**config.mk**
```make
export PLATFORM = sky130hd
export DESIGN_NAME = i2c_cmd_master
export DESIGN_NICKNAME = d
export VERILOG_FILES = /design/src/rtl/i2c_seq_pkg.sv /design/src/rtl/i2c_phase_timer.sv /design/src/rtl/i2c_cmd_decode.sv /design/src/rtl/i2c_cmd_master.sv
export SDC_FILE = /design/constraint.sdc
export NUM_CORES = 1
export LEC_CHECK = 0
export BUFFER_PORTS_ARGS = -buffer_cell sky130_fd_sc_hd__buf_2
export CAP_MARGIN = 20
export CORE_UTILIZATION = 56
export DETAILED_ROUTE_END_ITERATION = 10
export MAX_ROUTING_LAYER = met4
export PLACE_DENSITY = 0.8
export SLEW_MARGIN = 15
export SYNTH_ARGS = -nofsm -noshare
export SYNTH_HDL_FRONTEND = slang
export SYNTH_HIERARCHICAL = 1
export SYNTH_SLANG_ARGS = --single-unit
```
**constraint.sdc**
```tcl
create_clock -name clk -period 4.51 [get_ports clk]
set_clock_uncertainty 0.05 [all_clocks]
set_input_delay 0.6765 -clock clk [delete_from_list [all_inputs] [get_ports clk]]
set_output_delay 0.6765 -clock clk [all_outputs]
set_load 0.05 [all_outputs]
```
**src/rtl/i2c_seq_pkg.sv**
```systemverilog
package i2c_seq_pkg;

    localparam int PH_W     = 5;
    localparam int SR_W     = 9;
    localparam int CMD_W    = 5;

    localparam int B_START  = 0;
    localparam int B_RSTART = 1;
    localparam int B_STOP   = 2;
    localparam int B_RECV   = 3;
    localparam int B_ACKSEQ = 4;
    localparam int B_ACKVAL = 5;
    localparam int B_ACKSTS = 6;
    localparam int B_IDLEEN = 7;

    localparam logic [PH_W-1:0] LAST_START  = 5'd1;
    localparam logic [PH_W-1:0] LAST_RSTART = 5'd3;
    localparam logic [PH_W-1:0] LAST_STOP   = 5'd2;
    localparam logic [PH_W-1:0] LAST_TX     = 5'd18;
    localparam logic [PH_W-1:0] LAST_RX     = 5'd16;
    localparam logic [PH_W-1:0] LAST_ACK    = 5'd2;

    typedef enum logic [2:0] {
        EV_IDLE, EV_START, EV_RSTART, EV_STOP, EV_SHIFT
    } ev_e;

    typedef enum logic [1:0] {
        K_BUS, K_TX, K_RX, K_ACK
    } kind_e;

    typedef struct packed {
        logic sda_low;
        logic scl_low;
    } lines_t;

    typedef struct packed {
        logic              go;
        logic              collide;
        ev_e               ev;
        kind_e             kind;
        logic [PH_W-1:0]   last;
        logic [SR_W-1:0]   sr;
        logic [CMD_W-1:0]  cmd;
    } launch_t;

    function automatic lines_t phase_lines(ev_e ev, logic [PH_W-1:0] ph,
                                           logic [PH_W-1:0] last, logic rel);
        lines_t l;
        l = '{sda_low: 1'b0, scl_low: 1'b0};
        case (ev)
            EV_START:  l = (ph == 0) ? '{1'b1, 1'b0} : '{1'b1, 1'b1};
            EV_RSTART: case (ph)
                           5'd0:    l = '{1'b0, 1'b1};
                           5'd1:    l = '{1'b0, 1'b0};
                           5'd2:    l = '{1'b1, 1'b0};
                           default: l = '{1'b1, 1'b1};
                       endcase
            EV_STOP:   case (ph)
                           5'd0:    l = '{1'b1, 1'b1};
                           5'd1:    l = '{1'b1, 1'b0};
                           default: l = '{1'b0, 1'b0};
                       endcase
            EV_SHIFT:  l = (ph == last) ? '{1'b0, 1'b1} : '{~rel, ~ph[0]};
            default:   l = '{1'b0, 1'b0};
        endcase
        return l;
    endfunction

endpackage

```
**src/rtl/i2c_phase_timer.sv**
```systemverilog
module i2c_phase_timer #(
    parameter int DIV_W = 8
) (
    input  logic             clk,
    input  logic             rst,
    input  logic             restart,
    input  logic             run,
    input  logic [DIV_W-1:0] div,
    output logic             phase_end
);
    localparam logic [DIV_W:0] ONE = 1;

    logic [DIV_W-1:0] cnt_q;

    assign phase_end = run && (({1'b0, cnt_q} + ONE) >= {1'b0, div});

    always_ff @(posedge clk) begin
        if (rst || restart) begin
            cnt_q <= '0;
        end else if (run) begin
            cnt_q <= phase_end ? '0 : cnt_q + 1'b1;
        end
    end

    // a stalled phase keeps its count
    a_r11_count_frozen: assert property (@(posedge clk) disable iff (rst)
        (!run && !restart) |=> $stable(cnt_q));

endmodule

```
**src/rtl/i2c_cmd_decode.sv**
```systemverilog
module i2c_cmd_decode
    import i2c_seq_pkg::*;
(
    input  logic       busy,
    input  logic       ctl_we,
    input  logic [7:0] ctl_wdata,
    input  logic       buf_we,
    input  logic [7:0] buf_wdata,
    output launch_t    launch
);
    logic [CMD_W-1:0] req;

    assign req = ctl_we ? ctl_wdata[CMD_W-1:0] : '0;

    always_comb begin
        launch = '{go: 1'b0, collide: 1'b0, ev: EV_IDLE, kind: K_BUS,
                   last: '0, sr: '1, cmd: '0};
        if (!busy) begin
            if ($countones(req) > 1) begin
                launch.collide = 1'b1;
            end else if (req != '0) begin
                launch.go  = 1'b1;
                launch.cmd = req;
                if (req[B_START]) begin
                    launch.ev = EV_START;  launch.last = LAST_START;
                end else if (req[B_RSTART]) begin
                    launch.ev = EV_RSTART; launch.last = LAST_RSTART;
                end else if (req[B_STOP]) begin
                    launch.ev = EV_STOP;   launch.last = LAST_STOP;
                end else if (req[B_RECV]) begin
                    launch.ev = EV_SHIFT;  launch.last = LAST_RX;
                    launch.kind = K_RX;
                end else begin
                    launch.ev = EV_SHIFT;  launch.last = LAST_ACK;
                    launch.kind = K_ACK;
                    launch.sr = {ctl_wdata[B_ACKVAL], 8'hFF};
                end
            end else if (buf_we) begin
                launch.go   = 1'b1;
                launch.ev   = EV_SHIFT;
                launch.kind = K_TX;
                launch.last = LAST_TX;
                launch.sr   = {buf_wdata, 1'b1};
            end
        end
    end

endmodule

```
**src/rtl/i2c_cmd_master.sv**
```systemverilog
module i2c_cmd_master
    import i2c_seq_pkg::*;
#(
    parameter int DIV_W = 8
) (
    input  logic             clk,
    input  logic             rst,
    input  logic [DIV_W-1:0] clk_div,
    input  logic             ctl_we,
    input  logic [7:0]       ctl_wdata,
    output logic [7:0]       ctl_rdata,
    input  logic             buf_we,
    input  logic [7:0]       buf_wdata,
    input  logic             rx_rd,
    output logic [7:0]       rx_data,
    output logic             rx_full,
    output logic             busy,
    output logic             irq,
    output logic             collision,
    input  logic             sda_in,
    input  logic             scl_in,
    output logic             sda_oe,
    output logic             scl_oe
);
    ev_e              ev_q;
    kind_e            kind_q;
    logic [PH_W-1:0]  ph_q, last_q;
    logic [SR_W-1:0]  sr_q;
    logic [CMD_W-1:0] cmd_q;
    logic             idle_en_q, ack_val_q, ack_sts_q;
    lines_t           hold_q, cur;
    logic [7:0]       rx_q;
    logic             rx_full_q, coll_q, irq_q;
    launch_t          launch;
    logic             high_phase, phase_end, run;
    logic             unused_ro_bit;

    assign unused_ro_bit = ctl_wdata[B_ACKSTS];

    assign busy       = (ev_q != EV_IDLE);
    assign cur        = phase_lines(ev_q, ph_q, last_q, sr_q[SR_W-1]);
    assign high_phase = busy && !cur.scl_low;
    assign run        = busy && (!high_phase || scl_in);
    assign sda_oe     = busy ? cur.sda_low : hold_q.sda_low;
    assign scl_oe     = busy ? cur.scl_low : hold_q.scl_low;

    i2c_cmd_decode u_decode (
        .busy      (busy),
        .ctl_we    (ctl_we),
        .ctl_wdata (ctl_wdata),
        .buf_we    (buf_we),
        .buf_wdata (buf_wdata),
        .launch    (launch)
    );

    i2c_phase_timer #(.DIV_W(DIV_W)) u_timer (
        .clk       (clk),
        .rst       (rst),
        .restart   (launch.go),
        .run       (run),
        .div       (clk_div),
        .phase_end (phase_end)
    );

    always_ff @(posedge clk) begin
        if (rst) begin
            ev_q      <= EV_IDLE;
            kind_q    <= K_BUS;
            ph_q      <= '0;
            last_q    <= '0;
            sr_q      <= '1;
            cmd_q     <= '0;
            idle_en_q <= 1'b0;
            ack_val_q <= 1'b0;
            ack_sts_q <= 1'b0;
            hold_q    <= '{1'b0, 1'b0};
            rx_q      <= '0;
            rx_full_q <= 1'b0;
            coll_q    <= 1'b0;
            irq_q     <= 1'b0;
        end else begin
            irq_q <= 1'b0;
            if (ctl_we) begin
                idle_en_q <= ctl_wdata[B_IDLEEN];
                ack_val_q <= ctl_wdata[B_ACKVAL];
            end
            if (rx_rd) rx_full_q <= 1'b0;
            if (launch.collide) coll_q <= 1'b1;
            if (launch.go) begin
                coll_q <= 1'b0;
                ev_q   <= launch.ev;
                kind_q <= launch.kind;
                ph_q   <= '0;
                last_q <= launch.last;
                sr_q   <= launch.sr;
                cmd_q  <= launch.cmd;
            end else if (phase_end) begin
                if (ph_q == last_q) begin
                    ev_q   <= EV_IDLE;
                    hold_q <= cur;
                    cmd_q  <= '0;
                    irq_q  <= 1'b1;
                    if (kind_q == K_TX) ack_sts_q <= sr_q[0];
                    if (kind_q == K_RX) begin
                        rx_q      <= sr_q[7:0];
                        rx_full_q <= 1'b1;
                    end
                end else begin
                    ph_q <= ph_q + 5'd1;
                    if (ev_q == EV_SHIFT && ph_q[0])
                        sr_q <= {sr_q[SR_W-2:0], sda_in};
                end
            end
        end
    end

    assign ctl_rdata = {idle_en_q, ack_sts_q, ack_val_q, cmd_q};
    assign rx_data   = rx_q;
    assign rx_full   = rx_full_q;
    assign collision = coll_q;
    assign irq       = irq_q;

    // completion pulse lasts one cycle
    a_r10_irq_single: assert property (@(posedge clk) disable iff (rst)
        irq |=> !irq);
    // a running event is never replaced by another
    a_r8_no_replace: assert property (@(posedge clk) disable iff (rst)
        busy |=> (ev_q == $past(ev_q) || ev_q == EV_IDLE));
    // collisions are only flagged while idle
    a_r9_coll_idle: assert property (@(posedge clk) disable iff (rst)
        $rose(collision) |-> !busy);
    // at most one command bit is live
    a_r9_one_cmd: assert property (@(posedge clk) disable iff (rst)
        $onehot0(cmd_q));
    // a held-low SCL stalls the phase
    a_r11_stall: assert property (@(posedge clk) disable iff (rst)
        (high_phase && !scl_in) |=> (busy && $stable(ph_q)));
    // lines hold their levels while idle
    a_r2_lines_held: assert property (@(posedge clk) disable iff (rst)
        (!busy && !launch.go) |=> ($stable(sda_oe) && $stable(scl_oe)));

endmodule

```
==> results of run 1 <==
-- per-stage QoR --
stage	setup slack, ps	hold slack, ps	cells	instance area (um2)
finish	427.7	435.6	464	3391
global route	58.40	470.5	464	3391
CTS	458.8	436.6	464	3391
detailed placement	408.2	414.3	456	3271
global placement	495.3	408.0	456	3271
floorplan	689.3	398.2	349	3008
-- worst paths after layout --
kind                    startpoint                to  slack, ps  depth (start not counted)
hold / removal    u_timer/cnt_q[7]  u_timer/cnt_q[7]        440                          1
hold reg to reg   u_timer/cnt_q[7]  u_timer/cnt_q[7]        440                          1
setup reg to reg  u_timer/cnt_q[0]        rx_data[2]        430                         14
setup / recovery  u_timer/cnt_q[0]        rx_data[2]        430                         14
-- Yosys cell counts (4+ instances only) --
cell type	number	share of area [%]
a211oi_1	4	1.0
a21oi_1	20	3.3
a22o_2	6	2.0
a22oi_1	8	2.0
and2_1	4	0.83
buf_4	6	1.5
clkbuf_1	7	0.87
dfxtp_1	53	35
ha_1	20	8.3
inv_1	19	2.4
mux2i_1	28	9.3
nand2_1	19	2.4
nand3_1	6	1.0
nor2_1	60	7.5
nor3_1	6	1.0
o21ai_0	7	1.2
or2_2	8	1.7
xnor2_1	10	2.9
xor2_1	4	1.2
-- critical path: cells and delay by family (launching register included) --
kind / cells / cell delay, ps
adder cells (fa/ha/maj): 2 / 460
XOR/XNOR: 1 / 200
multiplexers: 1 / 240
AND/OR/NAND/NOR: 7 / 2040
AO/OA/AOI/OAI: 3 / 530
flip-flops: 1 / 430
-- registers in the layout, indices dropped and copies added, names as in the netlist, 2 cells and up --
signal / flops
last_q: 5
sr_q: 9
kind_q: 2
rx_data: 8
hold_q: 2
ph_q: 5
cmd_q: 5
ev_q: 3
u_timer/cnt_q: 8
-- metal layers --
metal	share of wire (%)	global-route usage (%)
met1	46	29.46
met2	48	38.24
met3	3.8	3.882
met4	1.9	9.671
met5	0	-
-- cell families after synthesis --
kind of cell             Yosys count  share of synthesized area, %
flip-flops                        53                         35.32
buffers and inverters             36                         5.789
multiplexers                      29                         9.704
XOR/XNOR                          14                         4.081
AO/OA/AOI/OAI                     67                         15.66
AND/OR/NAND/NOR                  126                         20.20
other                              2                        0.2500
adder cells (fa/ha/maj)           21                         8.996
-- layout make-up --
type / count / share of cell area [%]
well taps: 70 / 2.583
clock inverters: 2 / 1.107
inverters: 19 / 2.103
flip-flops and latches: 53 / 31.29
repair buffers: 54 / 8.192
clock buffers: 6 / 2.435
multi-input cells: 260 / 52.29
-- power by group through the flow --
| stage | sequential [mW] | combinational (mW) | clock, mW |
|---|---|---|---|
| final | 0.518 | 0.337 | 0.336 |
| after floorplan | 0.540 | 0.240 | 0 |
| after CTS | 0.517 | 0.337 | 0.343 |
| after global placement | 0.527 | 0.331 | 0 |
| after detailed placement | 0.528 | 0.336 | 0 |
| after global routing | 0.522 | 0.373 | 0.364 |
==> key figures, run 1 <==
Layout
  – Most frequent cells in the layout: nor2_1 (60), dfxtp_1 (53), buf_2 (51), mux2i_1 (28)
  – Layout cells sized above 1: approximately a fifth
  – Multi-input logic area: between 1500 and 2000 um2
  – Most common cell after layout, fill and taps aside: nor2_1
  – Fillers: 457
  – Area occupied by registers: around 1100 um2
  – Diode count: 0
  – Fin util: 65.97%
  – Layout area overhead: 12.87%
  – Fin nets: roughly 450

Yosys
  – Post-synthesis sequential area ratio: a little over a third
  – Post-synth top flop: dfxtp_1
  – Synthesized cell area: about 3000 um2
  – Average cell area after synthesis: about 8.6 um2
  – Mapped Cells: approximately 350
  – Synth async-reset ratio: 0%
  – EDFF count, synth: 0
  – Synth warn: 6
  – Synth cell types: 56
  – #FFs+latches synth: 53

Pwr
  – Register share of total power: between 40% and 50%
  – Pint: ~800 uW
  – Power per cell area: between 300 and 400 nW/um2
  – Maximum vdd drop: 0.0002755 V
  – Leakage: 1.559 nW
  – Clk pwr share: 28.2%
  – NetSw: about 400 uW
  – Total power: approximately 1.2 mW
  – Comb pwr share: ~28%
  – Sw frac: between 30 and 40%

Floorplanning
  – Core area: 5140 um2
  – Ports: between 50 and 60
  – Die W: roughly 75 um
  – Initial core utilization: between 50% and 60%
  – Die ar.: 5661 um2
  – Die Span Y: around 75 um
  – Site row count: 26

Critical path
  – Crit end category: flop
  – CP max FO: 9
  – Crit path kind: flop to flop
  – Worst endpoint required time: around 4600 ps
  – CP cell instances: ha_1 > nand3_1 > nor2_1 > xor2_1 > ha_1 > o21ai_0 > nor2_1 > o2111a_1 > a2111oi_0 > nor2b_1 > nand3b_1 > or4b_1 > mux2i_1 > nor2_1
  – Max stage delay cell, worst path: or4b_1
  – CP Launch Type: flop
  – Worst path max stage delay: slightly below 800 ps
  – Most frequent CP cell: nor2_1
  – Data arrival, critical path: ~4200 ps

STA
  – Final period util: 90.52%
  – Worst slew pin tran: between 700 and 800 ps
  – Final Critical Period: between 4000 and 5000 ps
  – Slew Limit Fails: 0
  – # setup viols final: 0
  – Max-slew headroom: between 40% and 50%
  – Setup TNS: 0 ps
  – RSZ-0062 raised after global routing: false
  – Fmax: about 0.24 GHz
  – Endpoints failing hold: 0

Detailed routing
  – DRC: 0
  – DRT antenna net count: 0
  – Routed wire length: approximately 6000 um
  – DRT iter0 DRCs: 103
  – First-pass iteration count of the detailed router: 4
  – DR vias/cell: about 5.5
  – Vias: 2547
  – WL per Instance: 13.27 um

Global routing
  – First-pass GRT wire length: approximately 9800 um
  – GRT Total Usage: approximately a quarter
  – Vias in the first global route: roughly 2300
  – Largest net degree at the start of global routing: 35
  – GRT overflow: 0
  – Initial antenna violation count: 0

CTS
  – CTS tree: built
  – Cts repair resizes: 0
  – H-Tree Level Count: 2
  – Total CTS buffers: 5
  – Max Buffers Root-to-Sink: 2
  – Clock sink total: 53
  – Hold-fix buffers, CTS: 0
  – Post-CTS Setup Repair Bufs: 0
  – Clock latency on the worst-skew pair: 310 ps
  – CTS root buffer: clkbuf_8
  – Clock-pin transition on the worst setup and hold timing paths: about 100 ps

Outcome
  – Status: finished clean

Place
  – RePlAce Congestion: 0.9086
  – Port Buffers: 51
  – Detailed Place HPWL: about 4600 um

Hold path
  – Tightest Hold Check Type: flop to flop

Run
  – Max-cap viol count: 0
No activity file was read; power rests on OpenSTA's default activity.
==> inputs of run 2 (changes only) <==
Settings changed: CORE_ASPECT_RATIO set to 0.6.
==> key figures, run 2 (same netlist as run 1, synthesis figures left out) <==
Pwr
  – Total power: 1.240 mW (+4.1%)
  – Register share of total power: 42.0% (-1.5 points)
  – Sw frac: 33.01% (-0.65 points)
  – Power per cell area: 364.3 nW/um2 (+3.8%)
  – Clk pwr share: 30.4% (+2.2 points)
  – Leakage: 1.570 nW (+0.71%)
  – NetSw: 409.2 uW (+2.1%)
  – Comb pwr share: 27.6% (-0.7 points)
  – Maximum vdd drop: 0.0001917 V (-30%)
  – Pint: 830.3 uW (+5.1%)

Layout
  – Most common cell after layout, fill and taps aside: nor2_1
  – Reg with most FFs: sr_q
  – Layout area overhead: 13.24%
  – Fin nets: 445 (unchanged)
  – Diode count: 0 (unchanged)
  – Layout cells sized above 1: 21.07% (+0.25 points)
  – Most frequent cells in the layout: nor2_1 (60), dfxtp_1 (53), buf_2 (51), mux2i_1 (28)
  – Non-Filler Instances: 460 (-0.86%)
  – Fillers: 434 (-5.0%)
  – Max FFs per register: 9 (unchanged)

CTS
  – CTS tree: built
  – Clock sink total: 53 (unchanged)
  – Post-CTS Setup Repair Bufs: 0 (unchanged)
  – Total CTS buffers: 5 (unchanged)
  – Hold-fix buffers, CTS: 0 (unchanged)
  – Max Buffers Root-to-Sink: 2 (unchanged)
  – H-Tree Level Count: 2 (unchanged)
  – CTS root buffer: clkbuf_8
  – Clock-pin transition on the worst setup and hold timing paths: 100 ps (about the same)
  – Clock latency on the worst-skew pair: 310 ps (about the same)

STA
  – Endpoints failing hold: 0 (unchanged)
  – Slew Limit Fails: 0 (unchanged)
  – Final period util: 90.53% (about the same)
  – RSZ-0062 raised after global routing: false
  – # setup viols final: 0 (unchanged)
  – Max-slew headroom: 45.84% (-0.93 points)
  – Worst slew pin tran: 809.4 ps (+14.69 ps)
  – Fmax: 0.2449 GHz (about the same)
  – Setup TNS: 0 ps (unchanged)
  – Final Critical Period: 4083 ps (+0.6610 ps)
  – Worst setup margin: 427.0 ps (-0.6610 ps)

Detailed routing
  – Routed wire length: 6549 um (+6.4%)
  – Vias: 2609 (+2.4%)
  – DRT iter0 DRCs: 242 (+130%)
  – DR vias/cell: 5.672 (+3.3%)
  – WL per Instance: 14.24 um (+7.3%)
  – First-pass iteration count of the detailed router: 5 (+1)
  – DRC: 0 (unchanged)
  – DRT antenna net count: 0 (unchanged)

Global routing
  – Vias in the first global route: 2249 (-0.75%)
  – GRT overflow: 0 (unchanged)
  – Initial antenna violation count: 0 (unchanged)
  – Largest net degree at the start of global routing: 35 (unchanged)
  – GRT Total Usage: 25.17% (+1.5 points)
  – First-pass GRT wire length: 10550 um (+7.6%)

Floorplanning
  – Ports: 53 (unchanged)
  – Initial core utilization: 58.85% (+0.40 points)
  – Site row count: 20 (-23%)
  – Die W: 96.56 um (+28%)
  – Die ar.: 5671 um2 (+0.18%)
  – Die Span Y: 58.74 um (-22%)
  – Core area: 5105 um2 (-0.68%)

Place
  – Place WS: 416.3 ps (+8.080 ps)
  – Port Buffers: 51 (unchanged)
  – RePlAce Congestion: 0.9033 (-0.58%)
  – Detailed Place HPWL: 4873 um (+6.7%)
  – Dpl cells: 452 (-0.88%)

Critical path
  – Data arrival, critical path: 4210 ps (about the same)
  – Max stage delay cell, worst path: or4b_1
  – Worst path max stage delay: 800 ps (+20 ps)
  – Crit path kind: flop to flop
  – CP max FO: 9 (unchanged)
  – Most frequent CP cell: nor2_1
  – CP Launch Type: flop
  – CP cell instances: ha_1 > nand3_1 > nor2_1 > xor2_1 > ha_1 > o21ai_0 > nor2_1 > o2111a_1 > a2111oi_0 > nor2b_2 > nand3b_1 > or4b_1 > mux2i_1 > nor2_1
  – Flop-to-flop setup slack: 430 ps (about the same)
  – Crit end category: flop
  – Worst endpoint required time: 4630 ps (about the same)

Hold path
  – Tightest Hold Check Type: flop to flop

Outcome
  – Status: finished clean

Run
  – Max-cap viol count: 0 (unchanged)
## run 2: power by group through the flow
stage / clock network [mW] / logic, mW / registers, mW
after floorplan: 0 / 0.240 / 0.540
after global placement: 0 / 0.331 / 0.528
after detailed placement: 0 / 0.337 / 0.530
after CTS: 0.381 / 0.339 / 0.519
after global routing: 0.398 / 0.375 / 0.524
final: 0.377 / 0.343 / 0.520
## run 2: path summary, 6_finish.rpt
path	depth (start not counted)	from	endpoint
setup / recovery	14	u_timer/cnt_q[0]	rx_data[4]
hold / removal	2	rx_full	rx_full
setup reg to reg	14	u_timer/cnt_q[0]	rx_data[4]
hold reg to reg	2	rx_full	rx_full
## run 2: cell type report
cell class                 instances  area, um2  area share, %
tap                               66      82.58          2.427
multi-input combinational        260       1775          52.19
sequential                        53       1061          31.19
clock inverter                     3      65.06          1.912
inverter                          19      71.32          2.096
clock buffer                       5      68.82          2.023
timing repair buffer              54      277.8          8.165
## run 2: per-layer routing
metal  vias to the layer above  share of wire (%)  track usage (%)
met2                        81                 40            34.10
met4                         0                1.3            6.303
met1                      1224                 53            37.86
met5                         -                  0                -
li1                       1293                  -                -
met3                        11                6.2            4.780
## run 2: critical path: cells and delay by family, from the launching register on
kind	cells	cell delay, ps
adders and majority gates	2	460
xor gates and xnor gates	1	210
AOI/OAI and AO/OA	3	600
muxes	1	270
DFF	1	410
and+or+nand+nor	7	1940
## run 2: repair_timing
| action | in CTS | in global routing |
|---|---|---|
| setup endpoints to repair | 0 | 8 |
| resized for setup | 0 | 1 |
| hold endpoints to repair | 0 | 0 |
## run 2: metrics by stage
stage | cell area [um2] | utilization [%] | hold slack [ps]
after global placement | 3266 | 63.97 | 404.6
after floorplan | 3008 | - | 398.2
final | 3402 | 66.64 | 433.3
after CTS | 3400 | 66.59 | 435.9
after detailed placement | 3266 | 63.97 | 420.7
after global routing | 3402 | 66.64 | 470.7
==> inputs of run 3 (changes only) <==
Settings changed: PLACE_DENSITY 0.8 to 0.87.
==> key figures, run 3 (same netlist as run 1, synthesis figures left out) <==
Critical path
  – CP cell instances: ha_1 > nand3_1 > nor2_1 > xor2_1 > ha_1 > o21ai_0 > nor2_1 > o2111a_1 > a2111oi_0 > nor2b_2 > nand3b_1 > or4b_1 > mux2i_1 > nor2_1
  – Worst setup path end: rx_data[7]
  – Crit path kind: flop to flop
  – Max stage delay cell, worst path: or4b_1
  – Worst reg-to-reg path cell count: 14 (unchanged)
  – Crit end category: flop
  – Worst endpoint required time: 4640 ps (about the same)
  – R2r startpoint: u_timer/cnt_q[0]
  – Crit path from: u_timer/cnt_q[0]
  – Most frequent CP cell: nor2_1
  – Worst path max stage delay: 770 ps (-30 ps)
  – Data arrival, critical path: 4180 ps (-30 ps)
  – CP Launch Type: flop
  – Worst path depth: 14 (unchanged)
  – Sum of buffers and inverters on the critical path: 0 (unchanged)
  – Flop-to-flop setup slack: 460 ps (+30 ps)
  – Delay-heaviest family, CP: simple AND/OR/NAND/NOR gates
  – CP max FO: 9 (unchanged)
  – Reg2reg end: rx_data[7]

Pwr
  – Power per cell area: 342.2 nW/um2 (-6.1%)
  – Leakage: 1.547 nW (-1.5%)
  – Maximum vdd drop: 0.0001564 V (-18%)
  – Total power: 1.150 mW (-7.2%)

Place
  – Port Buffers: 51 (unchanged)
  – Detailed Place HPWL: 4973 um (+2.1%)
  – Placed inst area: 3266 um2 (unchanged)
  – Dpl cells: 452 (unchanged)
  – Place WS: 379.8 ps (-36.49 ps)
  – RePlAce Congestion: 0.9040 (about the same)

STA
  – # setup viols final: 0 (unchanged)
  – Worst slew pin tran: 857.9 ps (+48.57 ps)
  – Setup TNS: 0 ps (unchanged)
  – Final period util: 89.80% (-0.74 points)
  – Slew Limit Fails: 0 (unchanged)
  – Final Hold Slack: 430.4 ps (-2.969 ps)
  – Final Critical Period: 4050 ps (-33.17 ps)
  – RSZ-0062 raised after global routing: false
  – Max-slew headroom: 42.54% (-3.3 points)
  – Fmax: 0.2469 GHz (+0.82%)
  – Worst setup margin: 460.2 ps (+33.17 ps)
  – Endpoints failing hold: 0 (unchanged)

Floorplanning
  – Site row count: 20 (unchanged)
  – Ports: 53 (unchanged)
  – Die ar.: 5671 um2 (unchanged)
  – Die W: 96.56 um (unchanged)
  – Initial core utilization: 58.85% (unchanged)
  – Die Span Y: 58.74 um (unchanged)
  – Core area: 5105 um2 (unchanged)

CTS
  – CTS tree: built
  – H-Tree Level Count: 2 (unchanged)
  – Clock-pin transition on the worst setup and hold timing paths: 100 ps (about the same)
  – Clock latency on the worst-skew pair: 320 ps (about the same)
  – CTS root buffer: clkbuf_8
  – Max Buffers Root-to-Sink: 2 (unchanged)
  – Total CTS buffers: 5 (unchanged)
  – Clock sink total: 53 (unchanged)
  – Post-CTS Setup Repair Bufs: 0 (unchanged)

Detailed routing
  – DRT antenna net count: 0 (unchanged)
  – DRC: 0 (unchanged)
  – DR vias/cell: 5.707 (+0.61%)
  – First-pass iteration count of the detailed router: 5 (unchanged)
  – Routed wire length: 6703 um (+2.4%)
  – DRT iter0 DRCs: 178 (-26%)
  – WL per Instance: 14.57 um (+2.4%)
  – Vias: 2625 (+0.61%)

Global routing
  – First-pass GRT wire length: 11100 um (+5.2%)
  – Initial antenna violation count: 0 (unchanged)
  – Vias in the first global route: 2418 (+7.5%)
  – GRT overflow: 0 (unchanged)
  – Largest net degree at the start of global routing: 35 (unchanged)
  – GRT Total Usage: 26.42% (+1.2 points)

Layout
  – Most common cell after layout, fill and taps aside: nor2_1
  – Max FFs per register: 9 (unchanged)
  – Fin nets: 445 (unchanged)
  – Layout area overhead: 11.91%
  – Diode count: 0 (unchanged)
  – Non-Filler Instances: 460 (unchanged)
  – Most frequent cells in the layout: nor2_1 (60), dfxtp_1 (53), buf_2 (51), mux2i_1 (28)
  – Reg with most FFs: sr_q
  – Fin util: 65.86% (-0.78 points)
  – Layout cells sized above 1: 21.07% (unchanged)
  – Design area: 3362 um2 (-1.2%)

Outcome
  – Status: finished clean

Run
  – Max-cap viol count: 0 (unchanged)

Hold path
  – Tightest Hold Check Type: flop to flop
-- run 3: timing repair --
item / 4_1_cts / 5_1_grt
hold buffers: 0 / 0
setup endpoints to repair: 0 / 8
resized for setup: 0 / 1
-- run 3: final cells by class --
type	count	area, um2
fill	438	1743
clock inverter	3	25.02
tap	66	82.58
sequential	53	1061
clock buffer	5	68.82
timing repair buffer	54	277.8
inverter	19	71.32
multi-input combinational	260	1775
-- run 3: report_power, final --
part,internal [mW],total [mW],switching [mW],leakage [nW]
sequential,0.494,0.520,0.0264,0.429
combinational,0.116,0.346,0.230,1.07
clock,0.113,0.284,0.171,0.0452
-- run 3: worst register-to-register path: stages (launching register included) --
cell and delay (ps):
dfxtp_1 420, ha_1 210, nand3_1 150, nor2_1 170, xor2_1 220, ha_1 250
o21ai_0 100, nor2_1 190, o2111a_1 380, a2111oi_0 150, nor2b_2 340, nand3b_1 210
or4b_1 770, mux2i_1 240, nor2_1 60
-- run 3: worst min path at each step --
stage               depth (start not counted)                to  slack, ps              from
floorplan                                   1  u_timer/cnt_q[7]        400  u_timer/cnt_q[7]
global placement                            2           rx_full        400           rx_full
detailed placement                          1  u_timer/cnt_q[7]        420  u_timer/cnt_q[7]
CTS                                         2           rx_full        440           rx_full
global route                                1  u_timer/cnt_q[7]        470  u_timer/cnt_q[7]
finish                                      2           rx_full        430           rx_full
-- run 3: routing by layer --
metal / GRT usage [%] / share of wire (%) / vias up
met4: 5.882 / 0.66 / 0
li1: - / - / 1297
met2: 38.53 / 43 / 85
met1: 37.07 / 50 / 1238
met5: - / 0 / -
met3: 6.202 / 6.6 / 5
